--- src/rtl/cspi_pkg.sv ---
package cspi_pkg;

    typedef enum logic [2:0] {
        ST_IDLE,
        ST_LOW,
        ST_HIGH,
        ST_HOLD,
        ST_GAP
    } seq_state_e;

endpackage

--- src/rtl/cspi_half_timer.sv ---
// Counts system cycles while a frame runs and flags the last cycle of each
// SCLK half period.
module cspi_half_timer #(
    parameter int HALF_DIV = 2
) (
    input  logic clk,
    input  logic rst_n,
    input  logic run,
    output logic tick
);
    localparam int CNT_W = (HALF_DIV > 1) ? $clog2(HALF_DIV) : 1;
    localparam logic [CNT_W-1:0] CNT_LAST = CNT_W'(HALF_DIV - 1);

    logic [CNT_W-1:0] cnt_d, cnt_q;

    always_comb begin
        cnt_d = cnt_q;
        if (!run) begin
            cnt_d = '0;
        end else if (cnt_q == CNT_LAST) begin
            cnt_d = '0;
        end else begin
            cnt_d = cnt_q + 1'b1;
        end
    end

    always_ff @(posedge clk or negedge rst_n) begin
        if (!rst_n) begin
            cnt_q <= '0;
        end else begin
            cnt_q <= cnt_d;
        end
    end

    assign tick = run && (cnt_q == CNT_LAST);

endmodule

--- src/rtl/cspi_frame_build.sv ---
// Places the request word in the addressed slot and zero in every other slot.
// Slot s occupies bits [s*WORD_W +: WORD_W], so the top slot is sent first.
module cspi_frame_build #(
    parameter int NUM_DEV = 4,
    parameter int WORD_W  = 16,
    parameter int IDX_W   = 2
) (
    input  logic [IDX_W-1:0]          index,
    input  logic [WORD_W-1:0]         word,
    output logic [NUM_DEV*WORD_W-1:0] frame
);
    for (genvar s = 0; s < NUM_DEV; s++) begin : g_slot
        assign frame[s*WORD_W +: WORD_W] = (index == IDX_W'(s)) ? word : '0;
    end

endmodule

--- src/rtl/cspi_frame_shifter.sv ---
// Parallel-load, MSB-first shift register that holds the frame in flight.
module cspi_frame_shifter #(
    parameter int FRAME_W = 64
) (
    input  logic               clk,
    input  logic               rst_n,
    input  logic               load,
    input  logic               shift,
    input  logic [FRAME_W-1:0] frame_in,
    output logic               msb_out
);
    logic [FRAME_W-1:0] sr_d, sr_q;

    always_comb begin
        sr_d = sr_q;
        if (load) begin
            sr_d = frame_in;
        end else if (shift) begin
            sr_d = {sr_q[FRAME_W-2:0], 1'b0};
        end
    end

    always_ff @(posedge clk or negedge rst_n) begin
        if (!rst_n) begin
            sr_q <= '0;
        end else begin
            sr_q <= sr_d;
        end
    end

    assign msb_out = sr_q[FRAME_W-1];

endmodule

--- src/rtl/cspi_chain_writer.sv ---
module cspi_chain_writer
    import cspi_pkg::*;
#(
    parameter int NUM_DEV  = 4,
    parameter int WORD_W   = 16,
    parameter int HALF_DIV = 2,
    localparam int IDX_W   = (NUM_DEV > 1) ? $clog2(NUM_DEV) : 1
) (
    input  logic              clk,
    input  logic              rst_n,
    input  logic              req_valid,
    output logic              req_ready,
    input  logic [IDX_W-1:0]  req_index,
    input  logic [WORD_W-1:0] req_word,
    output logic              spi_cs_n,
    output logic              spi_sclk,
    output logic              spi_mosi,
    output logic              done
);
    localparam int FRAME_W = NUM_DEV * WORD_W;
    localparam int BIT_W   = $clog2(FRAME_W);
    localparam logic [BIT_W-1:0] BIT_LAST = BIT_W'(FRAME_W - 1);

    typedef struct packed {
        seq_state_e       st;
        logic [BIT_W-1:0] bits;
        logic             gap2;
        logic             cs_n;
        logic             sclk;
        logic             ready;
        logic             done;
    } seq_t;

    localparam seq_t SEQ_RST = '{
        st:    ST_IDLE,
        bits:  '0,
        gap2:  1'b0,
        cs_n:  1'b1,
        sclk:  1'b0,
        ready: 1'b1,
        done:  1'b0
    };

    seq_t               seq_d, seq_q;
    logic               tick;
    logic               run;
    logic               load;
    logic               shift;
    logic               msb;
    logic [FRAME_W-1:0] frame;

    assign run = (seq_q.st != ST_IDLE);

    cspi_half_timer #(
        .HALF_DIV (HALF_DIV)
    ) u_timer (
        .clk   (clk),
        .rst_n (rst_n),
        .run   (run),
        .tick  (tick)
    );

    cspi_frame_build #(
        .NUM_DEV (NUM_DEV),
        .WORD_W  (WORD_W),
        .IDX_W   (IDX_W)
    ) u_build (
        .index (req_index),
        .word  (req_word),
        .frame (frame)
    );

    cspi_frame_shifter #(
        .FRAME_W (FRAME_W)
    ) u_shift (
        .clk      (clk),
        .rst_n    (rst_n),
        .load     (load),
        .shift    (shift),
        .frame_in (frame),
        .msb_out  (msb)
    );

    always_comb begin
        seq_d      = seq_q;
        seq_d.done = 1'b0;
        load       = 1'b0;
        shift      = 1'b0;
        case (seq_q.st)
            ST_IDLE: begin
                if (req_valid && seq_q.ready) begin
                    seq_d.st    = ST_LOW;
                    seq_d.cs_n  = 1'b0;
                    seq_d.sclk  = 1'b0;
                    seq_d.ready = 1'b0;
                    seq_d.bits  = '0;
                    load        = 1'b1;
                end
            end
            ST_LOW: begin
                if (tick) begin
                    seq_d.st   = ST_HIGH;
                    seq_d.sclk = 1'b1;
                end
            end
            ST_HIGH: begin
                if (tick) begin
                    seq_d.sclk = 1'b0;
                    if (seq_q.bits == BIT_LAST) begin
                        seq_d.st = ST_HOLD;
                    end else begin
                        seq_d.st   = ST_LOW;
                        seq_d.bits = seq_q.bits + 1'b1;
                        shift      = 1'b1;
                    end
                end
            end
            ST_HOLD: begin
                if (tick) begin
                    seq_d.st   = ST_GAP;
                    seq_d.cs_n = 1'b1;
                    seq_d.done = 1'b1;
                    seq_d.gap2 = 1'b0;
                end
            end
            ST_GAP: begin
                if (tick) begin
                    if (seq_q.gap2) begin
                        seq_d.st    = ST_IDLE;
                        seq_d.ready = 1'b1;
                        seq_d.gap2  = 1'b0;
                    end else begin
                        seq_d.gap2 = 1'b1;
                    end
                end
            end
            default: seq_d = SEQ_RST;
        endcase
    end

    always_ff @(posedge clk or negedge rst_n) begin
        if (!rst_n) begin
            seq_q <= SEQ_RST;
        end else begin
            seq_q <= seq_d;
        end
    end

    assign req_ready = seq_q.ready;
    assign spi_cs_n  = seq_q.cs_n;
    assign spi_sclk  = seq_q.sclk;
    assign spi_mosi  = msb & ~seq_q.cs_n;
    assign done      = seq_q.done;

endmodule

--- config.mk ---
export PLATFORM = sky130hd
export DESIGN_NAME = cspi_chain_writer
export DESIGN_NICKNAME = d
export VERILOG_FILES = /design/src/rtl/cspi_pkg.sv /design/src/rtl/cspi_half_timer.sv /design/src/rtl/cspi_frame_build.sv /design/src/rtl/cspi_frame_shifter.sv /design/src/rtl/cspi_chain_writer.sv
export SDC_FILE = /design/constraint.sdc
export NUM_CORES = 1
export LEC_CHECK = 0
export BUFFER_PORTS_ARGS = -buffer_cell sky130_fd_sc_hd__buf_2
export CAP_MARGIN = 25
export CORE_AREA = 5 5 108 110
export CTS_CLUSTER_SIZE = 30
export DETAILED_ROUTE_END_ITERATION = 10
export DIE_AREA = 0 0 113 115
export PLACE_DENSITY_LB_ADDON = 0.25
export SLEW_MARGIN = 25
export SYNTH_ARGS = -nofsm -noshare
export SYNTH_HDL_FRONTEND = slang
export SYNTH_SLANG_ARGS = --single-unit
--- constraint.sdc ---
create_clock -name clk -period 2.5 [get_ports clk]
set_input_delay 0.25 -clock clk [delete_from_list [all_inputs] [get_ports clk]]
set_output_delay 0.25 -clock clk [all_outputs]
set_load 0.01 [all_outputs]
==> summary.txt <==
Timing
  – Max_slew headroom: 47.73%
  – Worst Slack Setup Final: ~350 ps
  – Final setup fails: 0
  – Hold Vio Cnt, Final: 0
  – Slew Limit Fails: 0
  – FMAX: 464.2 MHz
  – Final TNS setup: 0 ps
  – Fin crit period: 2154 ps
  – RSZ-0062 raised after global routing: no
  – Slew @ Worst Pin: slightly below 800 ps
  – Worst Skew: 12.92 ps
  – Post-route clock period utilization: between 80 and 90%

Layout
  – Register area: 1979 µm²
  – P&R area growth vs syn: 12.69%
  – Fin nets: 366
  – Share of layout cells above drive strength 1: 19.48%
  – Most frequent cells in the layout: dfrtp_1 (77), and3_1 (49), a221o_1 (47)
  – Multi-input logic area: about 1500 µm²
  – Diodes inserted: 0
  – Fillers: between 1k and 1.5k
  – Leading cell type in the layout, fill and taps excluded: dfrtp_1

Clock network
  – Root buf cell: clkbuf_8
  – Clock sink total: roughly 80
  – Worst-Skew Late Latency: 360 ps
  – Clock-pin slew on the worst setup and hold paths: 90 ps
  – H-tree lvl count: 3
  – TritonCTS clock tree: yes
  – Postcts setup bufs: 0
  – CTS Buf Count: 9
  – Maximum clock path buffer count: 2

Floorplan
  – Initial core utilization: 34.97%
  – I/O pins: 26
  – Die area: 13000 µm²
  – Die Width: between 100 and 150 µm
  – Placement Rows: 38
  – Core region area: ~11000 µm²
  – Die Span Y: 115 µm

Yosys
  – Ys async rst share: 100.0%
  – Dominant synthesized flop cell: dfrtp_1
  – Post-Syn Nets: between 300 and 400
  – Synthesized cell area: between 3000 and 4000 µm²
  – Synthesis-stage register bit count: a little under 80
  – Post-Syn Instances: 324
  – Post-synthesis sequential area ratio: 53.39%
  – Post-synth EDFFs: 0
  – Syn_area_per_cell: roughly 11 µm²
  – Synth unique cells: 41
  – YS warnings: 0

Placed design
  – Gpl congestion: 0.7878
  – Dpl hpwl: 5091 µm
  – Dpl ws: 377.9 ps
  – IO buf count: 25

Run status
  – Status: completed

Pwr
  – Worst IR Drop VDD: 0.3510 mV
  – P_leak: ~2.1 nW
  – PD cells: 951.1 nW/µm²

Routing
  – Detailed Route WL: 8652 µm
  – DR pass1 iterations: 4
  – Routed wire per std cell: 17.69 µm
  – DRT antenna net count: 0
  – DRC: 0
  – Vias per cell: 5.730
  – DR vias: 2802
  – Drt initial violations: 227

Worst setup path
  – Crit-path slowest cell: o2111ai_4
  – Crit path max fanout: 30
  – Crit path largest cell delay: 430 ps
  – CP bufs+invs: 1
  – Worst EP arrival: 2390 ps
  – CP required: 2740 ps
  – Crit path cell chain: ha_1 > nand3_2 > o2111ai_4 > buf_4 > and3_1 > a221o_1
  – Critical path class: reg -> reg
  – Top Family by Delay on Critical Path: compound AO/OA/AOI/OAI gates
  – Crit path launch type: flip-flop
  – Worst setup EP type: flip-flop

Hold path
  – Min-Delay Path Class: in -> reg

Global routing
  – GRT Residual Overflow: 0
  – First-pass GRT wire length: approximately 15000 µm
  – Vias in the first global route: 2757
  – Initial antenna violation count: 0
  – GRT Util Overall: 14.25%
  – Largest net degree at the start of global routing: 80

Job
  – MaxCap Viol Count: 0
power by group:
group	switching, W	internal, W	total, W
logic	0.000599	0.000528	0.00113
registers	0.000242	0.00162	0.00186
clock network	0.000510	0.000475	0.000985
total	0.00135	0.00262	0.00397
flip-flops by register name, summed over array words and instances, names as in the netlist:
name / flops
spi_sclk: 1
seq_q: 10
done: 1
u_shift.sr_q: 64
u_timer.cnt_q: 1
spi_cs_n: 1
req_ready: 1
cell type report:
cell class	instances	area share, %
Clock inverter	7	1.917
Timing Repair Buffer	39	6.319
Clock buffer	9	2.965
Sequential cell	79	47.38
Multi-Input combinational cell	212	36.96
Inverter	3	0.2695
Tap cell	140	4.193
cell usage after synthesis, drive strengths merged (2+ instances only):
cell type | n | area (µm²)
nand2b | 2 | 12.51
clkbuf | 9 | 35.03
dfrtp | 77 | 1927
nand3 | 5 | 42.54
a221o | 47 | 470.5
buf | 21 | 156.4
a32oi | 16 | 140.1
dfstp | 2 | 52.55
a31oi | 4 | 25.02
a21oi | 10 | 50.05
nor3b | 2 | 26.28
nor3 | 3 | 37.53
nand2 | 40 | 150.1
a31o | 2 | 17.52
o21ai | 5 | 25.02
nor2b | 2 | 12.51
nand3b | 2 | 15.01
and3 | 49 | 306.5
inv | 3 | 11.26
mux2i | 3 | 30.03
nor2 | 7 | 26.28
per-layer routing:
layer | global-route usage, % | share of wire [%] | vias to the layer above
li1 | - | - | 1305
met3 | 3.053 | 3.3 | 5
met5 | 0 | 0 | -
met2 | 20.73 | 46 | 52
met4 | 5.048 | 1.1 | 0
met1 | 20.99 | 50 | 1440
cell families after synthesis:
| kind of cell | share of synthesized area (%) |
|---|---|
| buffers and inverters | 5.467 |
| DFF | 53.39 |
| muxes | 0.8100 |
| AOI/OAI and AO/OA | 21.87 |
| adders and majority gates | 0.3374 |
| and+or+nand+nor | 18.12 |
worst register-to-register path: stages, from the launching register on:
cell       delay, ps
dfrtp_1          410
ha_1             250
nand3_2          160
o2111ai_4        430
buf_4            350
and3_1           180
a221o_1          260
stage by stage:
| stage | utilization, % | instances | instance area [µm²] | hold WS, ps | total power [W] |
|---|---|---|---|---|---|
| 6_report | 39.40 | 489 | 4178 | 160.2 | 0.003973 |
| 5_1_grt | 39.40 | 489 | 4178 | 153.6 | 0.004258 |
| 4_1_cts | 39.27 | 488 | 4164 | 108.7 | 0.004013 |
| 3_5_place_dp | 37.35 | 472 | 3960 | 453.1 | 0.003004 |
| 3_3_place_gp | 37.35 | 472 | 3960 | 451.3 | 0.002988 |
| 2_1_floorplan | - | 324 | 3707 | -45.59 | 0.002676 |
timing repair:
action                                 in CTS  in global routing
resized for setup                           0                  0
hold buffers                                0                  1
endpoints found under the hold margin       0                 71
final timing paths:
kind | start | to | slack (ps) | cells after the start
setup reg to reg | seq_q[5] | u_shift.sr_q[11] | 350 | 6
max in group asynchronous | rst_n | u_shift.sr_q[19] | 1500 | 2
setup / recovery | seq_q[5] | u_shift.sr_q[11] | 350 | 6
hold / removal | req_word[7] | u_shift.sr_q[39] | 160 | 3
min in group asynchronous | rst_n | seq_q[13] | 480 | 2
hold reg to reg | u_shift.sr_q[31] | u_shift.sr_q[32] | 460 | 2
No activity file was read; power rests on OpenSTA's default activity.
